File: src/rtl/sfg_pkg.sv
package sfg_pkg;
  localparam int IDX_W     = 7;
  localparam int SUB_BITS  = 64;
  localparam int WORD_BITS = 32;

  typedef struct packed {
    logic run;        // outputs live, counters advancing
    logic clear;      // restart the frame
    logic bitTick;    // last master clock of a bit period
    logic sclkLevel;  // divider phase: high half of bit period
  } strobes_t;
endpackage

File: src/rtl/sfg_ctrl.sv
module sfg_ctrl #(
  parameter int MULT_BASE = 2,
  parameter int SEL_W     = 3
) (
  input  logic             clk,
  input  logic             rst,
  input  logic             powerDown,
  input  logic             frameLong,
  input  logic             slotSel,
  input  logic [SEL_W-1:0] rateSel,
  output logic             cfgLong,
  output logic             cfgSlot,
  output logic [SEL_W-1:0] cfgRate,
  output sfg_pkg::strobes_t strb
);
  localparam int MAX_PERIOD = 2 * MULT_BASE * (2 ** SEL_W);
  localparam int DIV_W      = $clog2(MAX_PERIOD) + 1;

  logic [DIV_W-1:0] divCnt;
  logic [DIV_W-1:0] kVal;
  logic [DIV_W-1:0] period;
  logic [DIV_W-1:0] halfPeriod;
  logic             running;
  logic             lastTick;

  always_ff @(posedge clk) begin
    if (rst) begin
      cfgLong <= frameLong;
      cfgSlot <= slotSel;
      cfgRate <= rateSel;
    end
  end

  always_comb begin
    kVal       = DIV_W'(MULT_BASE) * (DIV_W'(cfgRate) + DIV_W'(1));
    period     = cfgLong ? kVal : (kVal << 1);
    halfPeriod = period >> 1;
  end

  assign running  = !rst && !powerDown;
  assign lastTick = (divCnt == period - DIV_W'(1));

  always_ff @(posedge clk) begin
    if (!running) divCnt <= '0;
    else if (lastTick) divCnt <= '0;
    else divCnt <= divCnt + DIV_W'(1);
  end

  always_comb begin
    strb.run       = running;
    strb.clear     = !running;
    strb.bitTick   = running && lastTick;
    strb.sclkLevel = (divCnt >= halfPeriod);
  end
endmodule

File: src/rtl/sfg_datapath.sv
module sfg_datapath
  import sfg_pkg::*;
(
  input  logic             clk,
  input  logic             powerDown,
  input  logic             cfgLong,
  input  logic             cfgSlot,
  input  strobes_t         strb,
  output logic             sclk,
  output logic             ssync,
  output logic             pinEnable,
  output logic             slotActive,
  output logic [IDX_W-1:0] bitIndex,
  output logic             wordRight
);
  localparam int SUB_W  = $clog2(SUB_BITS);
  localparam int WORD_B = $clog2(WORD_BITS);

  logic [IDX_W-1:0] bitCnt;
  logic [IDX_W-1:0] lastBit;
  logic             altSync;

  assign lastBit = cfgLong ? {IDX_W{1'b1}} : IDX_W'(SUB_BITS - 1);
  assign altSync = !cfgLong && cfgSlot;

  always_ff @(posedge clk) begin
    if (strb.clear) bitCnt <= '0;
    else if (strb.bitTick) begin
      if (bitCnt == lastBit) bitCnt <= '0;
      else bitCnt <= bitCnt + IDX_W'(1);
    end
  end

  always_comb begin
    pinEnable  = !powerDown;
    sclk       = strb.run && strb.sclkLevel;
    if (altSync) ssync = strb.run && !bitCnt[WORD_B];
    else         ssync = strb.run && (bitCnt == lastBit);
    slotActive = strb.run && (cfgLong ? (bitCnt[SUB_W] == cfgSlot) : 1'b1);
    wordRight  = strb.run && bitCnt[WORD_B];
    bitIndex   = bitCnt;
  end
endmodule

File: src/rtl/serial_frame_sync.sv
module serial_frame_sync #(
  parameter int MULT_BASE = 2,
  parameter int SEL_W     = 3
) (
  input  logic             clk,
  input  logic             rst,
  input  logic             powerDown,
  input  logic             frameLong,
  input  logic             slotSel,
  input  logic [SEL_W-1:0] rateSel,
  output logic             sclk,
  output logic             ssync,
  output logic             pinEnable,
  output logic             slotActive,
  output logic [6:0]       bitIndex,
  output logic             wordRight
);
  sfg_pkg::strobes_t strb;
  logic             cfgLong;
  logic             cfgSlot;
  logic [SEL_W-1:0] cfgRate;

  sfg_ctrl #(.MULT_BASE(MULT_BASE), .SEL_W(SEL_W)) uCtrl (
    .clk(clk), .rst(rst), .powerDown(powerDown),
    .frameLong(frameLong), .slotSel(slotSel), .rateSel(rateSel),
    .cfgLong(cfgLong), .cfgSlot(cfgSlot), .cfgRate(cfgRate), .strb(strb)
  );

  sfg_datapath uPath (
    .clk(clk), .powerDown(powerDown), .cfgLong(cfgLong), .cfgSlot(cfgSlot),
    .strb(strb), .sclk(sclk), .ssync(ssync), .pinEnable(pinEnable),
    .slotActive(slotActive), .bitIndex(bitIndex), .wordRight(wordRight)
  );
endmodule

File: config.mk
export PLATFORM = sky130hd
export DESIGN_NAME = serial_frame_sync
export DESIGN_NICKNAME = d
export VERILOG_FILES = /design/src/rtl/sfg_pkg.sv /design/src/rtl/sfg_ctrl.sv /design/src/rtl/sfg_datapath.sv /design/src/rtl/serial_frame_sync.sv
export SDC_FILE = /design/constraint.sdc
export NUM_CORES = 1
export LEC_CHECK = 0
export CORE_ASPECT_RATIO = 0.6
export CORE_MARGIN = 1.5
export CORE_UTILIZATION = 25
export DETAILED_ROUTE_END_ITERATION = 10
export DONT_BUFFER_PORTS = 1
export SLEW_MARGIN = 10
export SYNTH_ARGS = -nofsm -noshare
export SYNTH_HDL_FRONTEND = slang
export SYNTH_HIERARCHICAL = 1
export SYNTH_SLANG_ARGS = --single-unit
File: constraint.sdc
create_clock -name clk -period 3.4 [get_ports clk]
set_input_delay 0.51 -clock clk [delete_from_list [all_inputs] [get_ports clk]]
set_output_delay 0.51 -clock clk [all_outputs]
set_load 0.01 [all_outputs]
==> flow_summary.json, run 1 <==
{
  "cts_buffers": 3,
  "drt_pass1_iterations": 4,
  "viasPerCell": 4.85,
  "ys_warn_count": 6,
  "slew_headroom_pct": 67.0,
  "slowest_delay_ns": 0.54,
  "htree_levels": 1,
  "synthDominantCellAreaShare_pct": 22.3,
  "path_max_fanout": 8,
  "n_antenna_cell": 0,
  "cpMaxStageDelayCell": "or4_4",
  "fp.dieW_um": 91.1,
  "gp_congestion": 0.862,
  "startpoint_type": "flip-flop",
  "seq_area_frac_synth_pct": 35.2,
  "postSynthAreaPerCell_um2": 9.63,
  "cts.sinks": 18,
  "post-route-drc-count": 0,
  "ctsHoldBuffers": 0,
  "nets": 141,
  "numPortBuffers": 0,
  "slew_viol_final": 0,
  "synth_fp_nets": 137,
  "cts_buffer_depth": 2,
  "fin_crit_ns": 3.18,
  "finClkSkew_ns": 0.00457,
  "async_reset_ff_share_pct": 0,
  "fp.dieArea_mm2": 0.00509,
  "drt-initial-drc-count": 58,
  "cp-end-kind": "flip-flop",
  "yosysTopAreaCell": "dfxtp_1",
  "max_freq_mhz": 315,
  "finalHoldViolations": 0,
  "cp.required_ns": 3.58,
  "synthTopCellsByArea": "dfxtp_1 22%, edfxtp_1 13%, ha_1 8.6%, xor2_1 6.0%, nor3_1 3.0%",
  "overflow": 0,
  "multi_input_area_um2": 699,
  "grt_usage_pct": 9.81,
  "rsz0062_at_grt": "no",
  "nFillCells": 469,
  "ys_top_cells_by_count": "13 x dfxtp_1, 9 x nor2_1, 8 x ha_1, 8 x xor2_1, 7 x nor3_1",
  "cellPowerDensity_mw_per_mm2": 364,
  "ir_drop_mv": 0.300,
  "grt_pass1_vias": 814,
  "place_inst": 179,
  "fin_setup_tns_ns": 0,
  "rows": 18,
  "crit_type": "flip-flop to flip-flop",
  "clk_pin_slew_worst_paths_ns": 0.06,
  "period_share_pct": 93.4,
  "grt_antenna_before_repair": 0,
  "ys.flop_type": "dfxtp_1",
  "syn2layout_area_growth_pct": 10.1,
  "p_leak_nw": 0.470,
  "core-area_mm2": 0.00428,
  "ys_seq_elements": 18,
  "cts_tree": "built",
  "wire_per_inst_um": 13.1,
  "status": "completed",
  "netlist_instances": 121,
  "initial_utilization_pct": 27.2,
  "path_cells": "ha_1, nand2b_1, a21oi_1, nor2_1, or4_4, a2111oi_4, and2_2, nand2_1, or4_1, a21oi_1",
  "clock-root-buffer": "clkbuf_8",
  "ant_nets": 0,
  "grt_max_degree": 15,
  "ioPinCount": 20,
  "worstSkewPairLatency_ns": 0.25,
  "finalSetupViolCount": 0,
  "routed_wl_um": 2420,
  "syn-cell-area_mm2": 0.00116,
  "stdcell_count": 184,
  "synth_edf_count": 5,
  "worst_ep_arrival_time_ns": 3.36,
  "die_h_um": 55.9,
  "yosysMostFrequentCell": "dfxtp_1",
  "tightest_slew_ns": 0.493,
  "grt_pass1_wl_um": 4020,
  "via_count": 893,
  "layout-drive-gt1-share_pct": 14.5,
  "regArea_um2": 410,
  "synthDistinctLibCells": 46,
  "cpMostUsedCell": "a21oi_1",
  "drv_cap": 0,
  "min_path_type": "input pin to flip-flop",
  "dp_hpwl_um": 1790
}
-- through the flow --
stage / util [%] / worst slack [ns] / hold slack, ns / power (mW) / instance area, um2
after floorplan: - / 0.316 / 0.426 / 0.306 / 1160
after global placement: 28.7 / 0.282 / 0.458 / 0.316 / 1230
after detailed placement: 28.7 / 0.195 / 0.498 / 0.318 / 1230
after CTS: 29.8 / 0.142 / 0.347 / 0.469 / 1270
after global routing: 30.0 / 0.0381 / 0.339 / 0.490 / 1280
final: 30.0 / 0.225 / 0.353 / 0.466 / 1280
-- path summary, 6_finish.rpt --
check	from	to	slack, ns	cells after the start
hold / removal	rateSel[0]	uCtrl/cfgRate[0]	0.35	0
setup / recovery	uCtrl/cfgRate[1]	uPath/bitIndex[6]	0.22	10
hold reg to reg	uCtrl/divCnt[0]	uCtrl/divCnt[0]	0.50	1
setup reg to reg	uCtrl/cfgRate[1]	uPath/bitIndex[6]	0.22	10
-- final cells by class --
cell class,count,share of cell area (%)
Timing Repair Buffer,4,2.34
Sequential cell,18,32.0
Multi-Input combinational cell,92,54.5
Inverter,6,1.76
Tap cell,60,5.85
Clock buffer,3,3.22
Clock inverter,1,0.293
-- critical path, delay by kind of cell, from the launching register on --
family	cells	cell delay, ns
AND/OR/NAND/NOR	6	1.65
adder cells (fa/ha/maj)	1	0.36
AO/OA/AOI/OAI	3	0.65
flip-flops	1	0.44
-- layout by cell type (no fill, tap or decap), types with 2 or more instances in the layout --
cell      instances
edfxtp_1          5
a31oi_1           2
nand3_1           4
buf_4             4
clkbuf_8          3
or3b_2            2
ha_1              8
o31ai_1           3
o21ai_0           3
a21oi_1           4
nand2_1           4
o22ai_1           2
nand2b_1          3
dfxtp_1          13
nand4_1           2
and2_1            2
nor2_1            9
nor3_1            7
xnor2_1           4
xor2_1            8
inv_1             6
-- report_power, final --
part | switching (mW) | internal [mW]
sequential | 0.00845 | 0.227
clock | 0.0698 | 0.0802
combinational | 0.0440 | 0.0367
total | 0.122 | 0.344
-- kinds of logic after synthesis --
family	share of synthesized area, %
mux	0.859
simple gates	23.8
flops	35.2
xor+xnor	11.8
buf+inv	4.83
compound gates	14.8
fa+ha+maj	8.59
-- routing by layer --
metal | wire length [um] | global-route usage (%)
met1 | 1320 | 14.9
met2 | 1020 | 13.6
met3 | 51 | 1.64
met4 | 19 | 3.57
met5 | 0 | 0
-- state kept, by name, summed over array words and instances (netlist names) --
name	cells
uCtrl/cfgLong	1
uCtrl/cfgRate	3
uCtrl/cfgSlot	1
uCtrl/divCnt	6
uPath/bitIndex	7
-- repair_timing --
action                                  4_1_cts  5_1_grt
setup buffers                                 0        1
gates resized for setup                       0        1
endpoints found under the setup margin        0        2
Power figures use the tool's default switching activity.
==> run 2: changes to the inputs <==
--- a/config.mk
+++ b/config.mk
@@ -5,11 +5,14 @@
 export SDC_FILE = /design/constraint.sdc
 export NUM_CORES = 1
 export LEC_CHECK = 0
+export CELL_PAD_IN_SITES_DETAIL_PLACEMENT = 1
+export CELL_PAD_IN_SITES_GLOBAL_PLACEMENT = 1
 export CORE_ASPECT_RATIO = 0.6
 export CORE_MARGIN = 1.5
 export CORE_UTILIZATION = 25
 export DETAILED_ROUTE_END_ITERATION = 10
 export DONT_BUFFER_PORTS = 1
+export PLACE_DENSITY_LB_ADDON = 0.1
 export SLEW_MARGIN = 10
 export SYNTH_ARGS = -nofsm -noshare
 export SYNTH_HDL_FRONTEND = slang
==> run 2 against run 1 <==
Sequential power about the same. Clock-buffer cell count up 1. Largest cell class unchanged. Core utilization is 0.088 points higher. Sequential share of layout area shrank 0.093 points.
==> flow_summary.json, run 2 (synthesis results as in run 1) <==
{
  "status": "completed",
  "stdcell_count": 184,
  "min_path_type": "input pin to flip-flop",
  "fp.dieArea_mm2": 0.00509,
  "max_freq_mhz": 320,
  "holdPathEnd": "uCtrl/cfgRate[2]",
  "wl_met1_um": 1640,
  "viasPerCell": 4.82,
  "top_layer": "met3",
  "most-common-layout-cells": "13 x dfxtp_1, 9 x nor2_1, 8 x xor2_1, 8 x ha_1, 7 x nor3_1",
  "fp.dieW_um": 91.1,
  "clk_pin_slew_worst_paths_ns": 0.07,
  "r2r_start": "uCtrl/cfgRate[1]",
  "grt_pass1_vias": 886,
  "dr_wl_met2_um": 1020,
  "ant_nets": 0,
  "reg2reg_to": "uPath/bitIndex[6]",
  "hp-start": "rateSel[2]",
  "tightest_slew_ns": 0.586,
  "overflow": 0,
  "worstSkewPairLatency_ns": 0.25,
  "rows": 18,
  "largest_reg_flops": 7,
  "clock-root-buffer": "clkbuf_8",
  "wire_per_inst_um": 15.1,
  "cts_buffers": 3,
  "slew_viol_final": 0,
  "ctsHoldBuffers": 0,
  "fin_setup_tns_ns": 0,
  "htree_levels": 1,
  "cellPowerDensity_mw_per_mm2": 368,
  "gp_congestion": 0.770,
  "finalHoldViolations": 0,
  "period_share_pct": 91.8,
  "numPortBuffers": 0,
  "drv_cap": 0,
  "nets": 141,
  "final_common_cell": "dfxtp_1",
  "die_h_um": 55.9,
  "ioPinCount": 20,
  "ir_drop_mv": 0.136,
  "fin_crit_ns": 3.12,
  "post-route-drc-count": 0,
  "drt-initial-drc-count": 32,
  "finClkSkew_ns": 0.00501,
  "finalSetupViolCount": 0,
  "grt_max_degree": 15,
  "route.met3.wl_um": 111,
  "dp_hpwl_um": 2250,
  "crit_type": "flip-flop to flip-flop",
  "grt_pass1_wl_um": 4710,
  "nFillCells": 519,
  "rsz0062_at_grt": "no",
  "routed_wl_um": 2770,
  "layout-drive-gt1-share_pct": 15.3,
  "slew_headroom_pct": 60.8,
  "holdWs_ns": 0.352,
  "cts_buffer_depth": 2,
  "via_count": 887,
  "p_leak_nw": 0.469,
  "syn2layout_area_growth_pct": 10.4,
  "worst_ep_arrival_time_ns": 3.30,
  "rrSetupSlack_ns": 0.28,
  "reg2reg_depth": 10,
  "hold_path_depth": 0,
  "place_inst": 179,
  "initial_utilization_pct": 27.2,
  "grt_usage_pct": 12.1,
  "drt_pass1_iterations": 4,
  "core-area_mm2": 0.00428,
  "n_antenna_cell": 0,
  "startpoint_type": "flip-flop",
  "cp-end-kind": "flip-flop",
  "cts.sinks": 18,
  "path_max_fanout": 8,
  "grt_antenna_before_repair": 0,
  "cts_tree": "built",
  "cp.required_ns": 3.58
}
==> run 2: cell types whose count changed in the layout (fill, tap and decap cells not counted) <==
cell / delta
a21oi_2: +1
a21oi_1: -1
clkinv_1: -1
clkbuf_1: +1
==> run 2: worst max-delay path: stages, from the launching register on <==
cell       delay [ns]
edfxtp_1         0.43
ha_1             0.37
nand2b_1         0.21
a21oi_2          0.17
nor2_1           0.07
or4_4            0.53
a2111oi_4        0.31
and2_2           0.27
nand2_1          0.13
or4_1            0.42
a21oi_1          0.13
==> run 2: worst max path at each step <==
stage,start,cells after the start,to,slack [ns]
floorplan,uCtrl/cfgRate[1],10,uPath/bitIndex[6],0.32
global placement,uCtrl/cfgRate[1],10,uPath/bitIndex[5],0.22
detailed placement,uCtrl/cfgRate[1],10,uPath/bitIndex[5],0.09
CTS,uCtrl/cfgRate[1],10,uPath/bitIndex[6],0.06
global route,uCtrl/cfgRate[1],10,uPath/bitIndex[6],0.07
finish,uCtrl/cfgRate[1],10,uPath/bitIndex[6],0.28
==> run 2: final cells by class <==
cell class                      instances  area [um2]  share of cell area [%]
Multi-Input combinational cell         92         703                    54.7
Sequential cell                        18         410                    31.9
Tap cell                               60        75.1                    5.84
Clock buffer                            4        45.0                    3.50
Timing Repair Buffer                    4        30.0                    2.33
Inverter                                6        22.5                    1.75
==> run 2: what timing repair did <==
action	CTS	global route
endpoints found under the setup margin	0	4
hold endpoints to repair	0	0
setup buffers	0	1
gates resized for setup	0	2
==> run 2: stage by stage <==
step | util (%) | power, mW | worst slack, ns | area, um2
floorplan | - | 0.306 | 0.316 | 1160
global placement | 28.7 | 0.319 | 0.220 | 1230
detailed placement | 28.7 | 0.322 | 0.0858 | 1230
CTS | 29.8 | 0.480 | 0.0648 | 1270
global route | 30.1 | 0.505 | 0.0729 | 1290
finish | 30.1 | 0.474 | 0.280 | 1290
==> run 2: power breakdown <==
part | total [mW] | internal (mW) | switching [mW]
clock | 0.155 | 0.0832 | 0.0719
sequential | 0.235 | 0.227 | 0.00791
combinational | 0.0838 | 0.0371 | 0.0467
total | 0.474 | 0.347 | 0.126
==> run 2: metal layers <==
| metal | global-route usage [%] | up-vias |
|---|---|---|
| met5 | 0 | - |
| met4 | 1.34 | 0 |
| met3 | 4.10 | 0 |
| met2 | 16.1 | 18 |
| met1 | 18.7 | 421 |
| li1 | - | 448 |
==> run 3: changes to the inputs <==
--- a/config.mk
+++ b/config.mk
@@ -9,7 +9,7 @@
 export CELL_PAD_IN_SITES_GLOBAL_PLACEMENT = 1
 export CORE_ASPECT_RATIO = 0.6
 export CORE_MARGIN = 1.5
-export CORE_UTILIZATION = 25
+export CORE_UTILIZATION = 47
 export DETAILED_ROUTE_END_ITERATION = 10
 export DONT_BUFFER_PORTS = 1
 export PLACE_DENSITY_LB_ADDON = 0.1
==> run 3 against run 2 <==
Combinational power decreased by 0.5%. Via count decreased by 0.23%. Clock-buffer cell count unchanged. Register-to-register slack about the same. Critical path depth unchanged. Critical path type unchanged. Sequential cell count unchanged. Worst setup slack got worse by 0.0083 ns. Die area decreased by 45%. Routed wire length decreased by 6.1%. Clock power decreased by 3%. Cell count decreased by 16%. Clock skew about the same. Largest cell class unchanged.
==> flow_summary.json, run 3 (synthesis results as in run 1) <==
{
  "fin_setup_tns_ns": 0,
  "rrSetupSlack_ns": 0.27,
  "wire_per_inst_um": 16.9,
  "power_mw": 0.469,
  "htree_levels": 1,
  "place_inst": 149,
  "clkPwrFrac_pct": 32.1,
  "cp.required_ns": 3.56,
  "path_cells": "ha_1, nand2b_1, a21oi_2, nor2_1, or4_4, a2111oi_4, and2_2, nand3_1, or3_1, a211oi_1",
  "finalHoldViolations": 0,
  "cts_tree": "built",
  "grt_antenna_before_repair": 0,
  "fp.dieW_um": 67.3,
  "final_common_cell": "dfxtp_1",
  "rsz0062_at_grt": "no",
  "grt_max_degree": 15,
  "drv_cap": 0,
  "post-route-drc-count": 0,
  "ir_drop_mv": 0.278,
  "swShare_pct": 25.9,
  "finClkSkew_ns": 0.00519,
  "crit_start": "uCtrl/cfgRate[1]",
  "reg2reg_depth": 10,
  "path_depth": 10,
  "tightest_slew_ns": 0.479,
  "ant_nets": 0,
  "cp.buffers_inverters": 0,
  "dp_hpwl_um": 2040,
  "stdcell_count": 154,
  "holdWs_ns": 0.356,
  "critPathTopFamily": "simple AND/OR/NAND/NOR gates",
  "max_freq_mhz": 320,
  "ioPinCount": 20,
  "grt_pass1_wl_um": 4380,
  "period_share_pct": 92.0,
  "power.switching_mw": 0.122,
  "core-area_mm2": 0.00224,
  "rows": 13,
  "min_path_type": "input pin to flip-flop",
  "cp-endpoint": "uPath/bitIndex[5]",
  "clock-root-buffer": "clkbuf_8",
  "slew_headroom_pct": 68.0,
  "numPortBuffers": 0,
  "startpoint_type": "flip-flop",
  "syn2layout_area_growth_pct": 7.20,
  "most-common-layout-cells": "13 x dfxtp_1, 9 x nor2_1, 8 x xor2_1, 8 x ha_1, 7 x nor3_1",
  "grt_usage_pct": 21.2,
  "slowest_delay_ns": 0.53,
  "fin_util_pct": 55.6,
  "fin_crit_ns": 3.13,
  "comb_power_share_pct": 17.8,
  "n_antenna_cell": 0,
  "drt_pass1_iterations": 4,
  "cts_buffers": 3,
  "largest_reg_flops": 7,
  "seqPwrFrac_pct": 50.1,
  "cellPowerDensity_mw_per_mm2": 376,
  "worstSkewPairLatency_ns": 0.25,
  "gp_congestion": 0.836,
  "drt-initial-drc-count": 26,
  "nets": 141,
  "die_h_um": 41.6,
  "crit_type": "flip-flop to flip-flop",
  "dpl_cell_area_mm2": 0.00119,
  "post-place-ws_ns": 0.135,
  "cts_buffer_depth": 2,
  "cpMaxStageDelayCell": "or4_4",
  "design_area_mm2": 0.00125,
  "cp-end-kind": "flip-flop",
  "routed_wl_um": 2600,
  "grt_pass1_vias": 868,
  "layout-drive-gt1-share_pct": 15.3,
  "slew_viol_final": 0,
  "via_count": 885,
  "r2r_start": "uCtrl/cfgRate[1]",
  "initial_utilization_pct": 51.9,
  "p_leak_nw": 0.469,
  "timing.final.ws_setup_ns": 0.271,
  "clk_pin_slew_worst_paths_ns": 0.07,
  "p_int_mw": 0.348,
  "status": "completed",
  "viasPerCell": 5.75,
  "overflow": 0,
  "fp.dieArea_mm2": 0.00280,
  "reg2reg_to": "uPath/bitIndex[5]",
  "hp-start": "rateSel[0]",
  "finalSetupViolCount": 0,
  "path_max_fanout": 8,
  "worst_ep_arrival_time_ns": 3.29,
  "cts.sinks": 18
}
-- run 3: cell counts in the layout (fill, tap and decap cells not counted) --
Identical to the previous run, type by type.
-- run 3: power groups by stage --
stage	clock (mW)	sequential (mW)	combinational (mW)
floorplan	0	0.237	0.0685
global placement	0	0.240	0.0758
detailed placement	0	0.240	0.0791
CTS	0.158	0.236	0.0801
global route	0.168	0.236	0.0929
finish	0.151	0.235	0.0834
-- run 3: worst min path at each step --
stage,endpoint,depth (start not counted)
finish,uCtrl/cfgRate[0],0
global route,uCtrl/cfgSlot,0
CTS,uCtrl/cfgRate[0],0
detailed placement,uCtrl/divCnt[0],1
global placement,uCtrl/divCnt[0],1
floorplan,uCtrl/divCnt[0],1
-- run 3: repair_timing --
action,4_1_cts,5_1_grt
buffers inserted,0,1
hold buffers,0,0
gates resized for setup,0,2
endpoints found under the setup margin,0,3
-- run 3: per-layer routing --
| layer | GRT usage [%] | up-vias | part of all wire [%] |
|---|---|---|---|
| li1 | - | 444 | - |
| met1 | 31.1 | 425 | 54 |
| met2 | 31.9 | 16 | 42 |
| met3 | 6.78 | 0 | 3.1 |
| met4 | 1.22 | 0 | 0 |
| met5 | 0 | - | 0 |
-- run 3: worst register-to-register path: cells and delay by family, from the launching register on --
kind / cells / cell delay (ns)
and+or+nand+nor: 6 / 1.53
adders and majority gates: 1 / 0.35
AOI/OAI and AO/OA: 3 / 0.75
DFF: 1 / 0.43
-- run 3: area by class of cell --
cell class | count | area, um2
inverters | 6 | 22.5
clock buffers | 4 | 45.0
fillers | 255 | 996
multi-input cells | 92 | 703
repair buffers | 4 | 30.0
well taps | 30 | 37.5
flip-flops and latches | 18 | 410
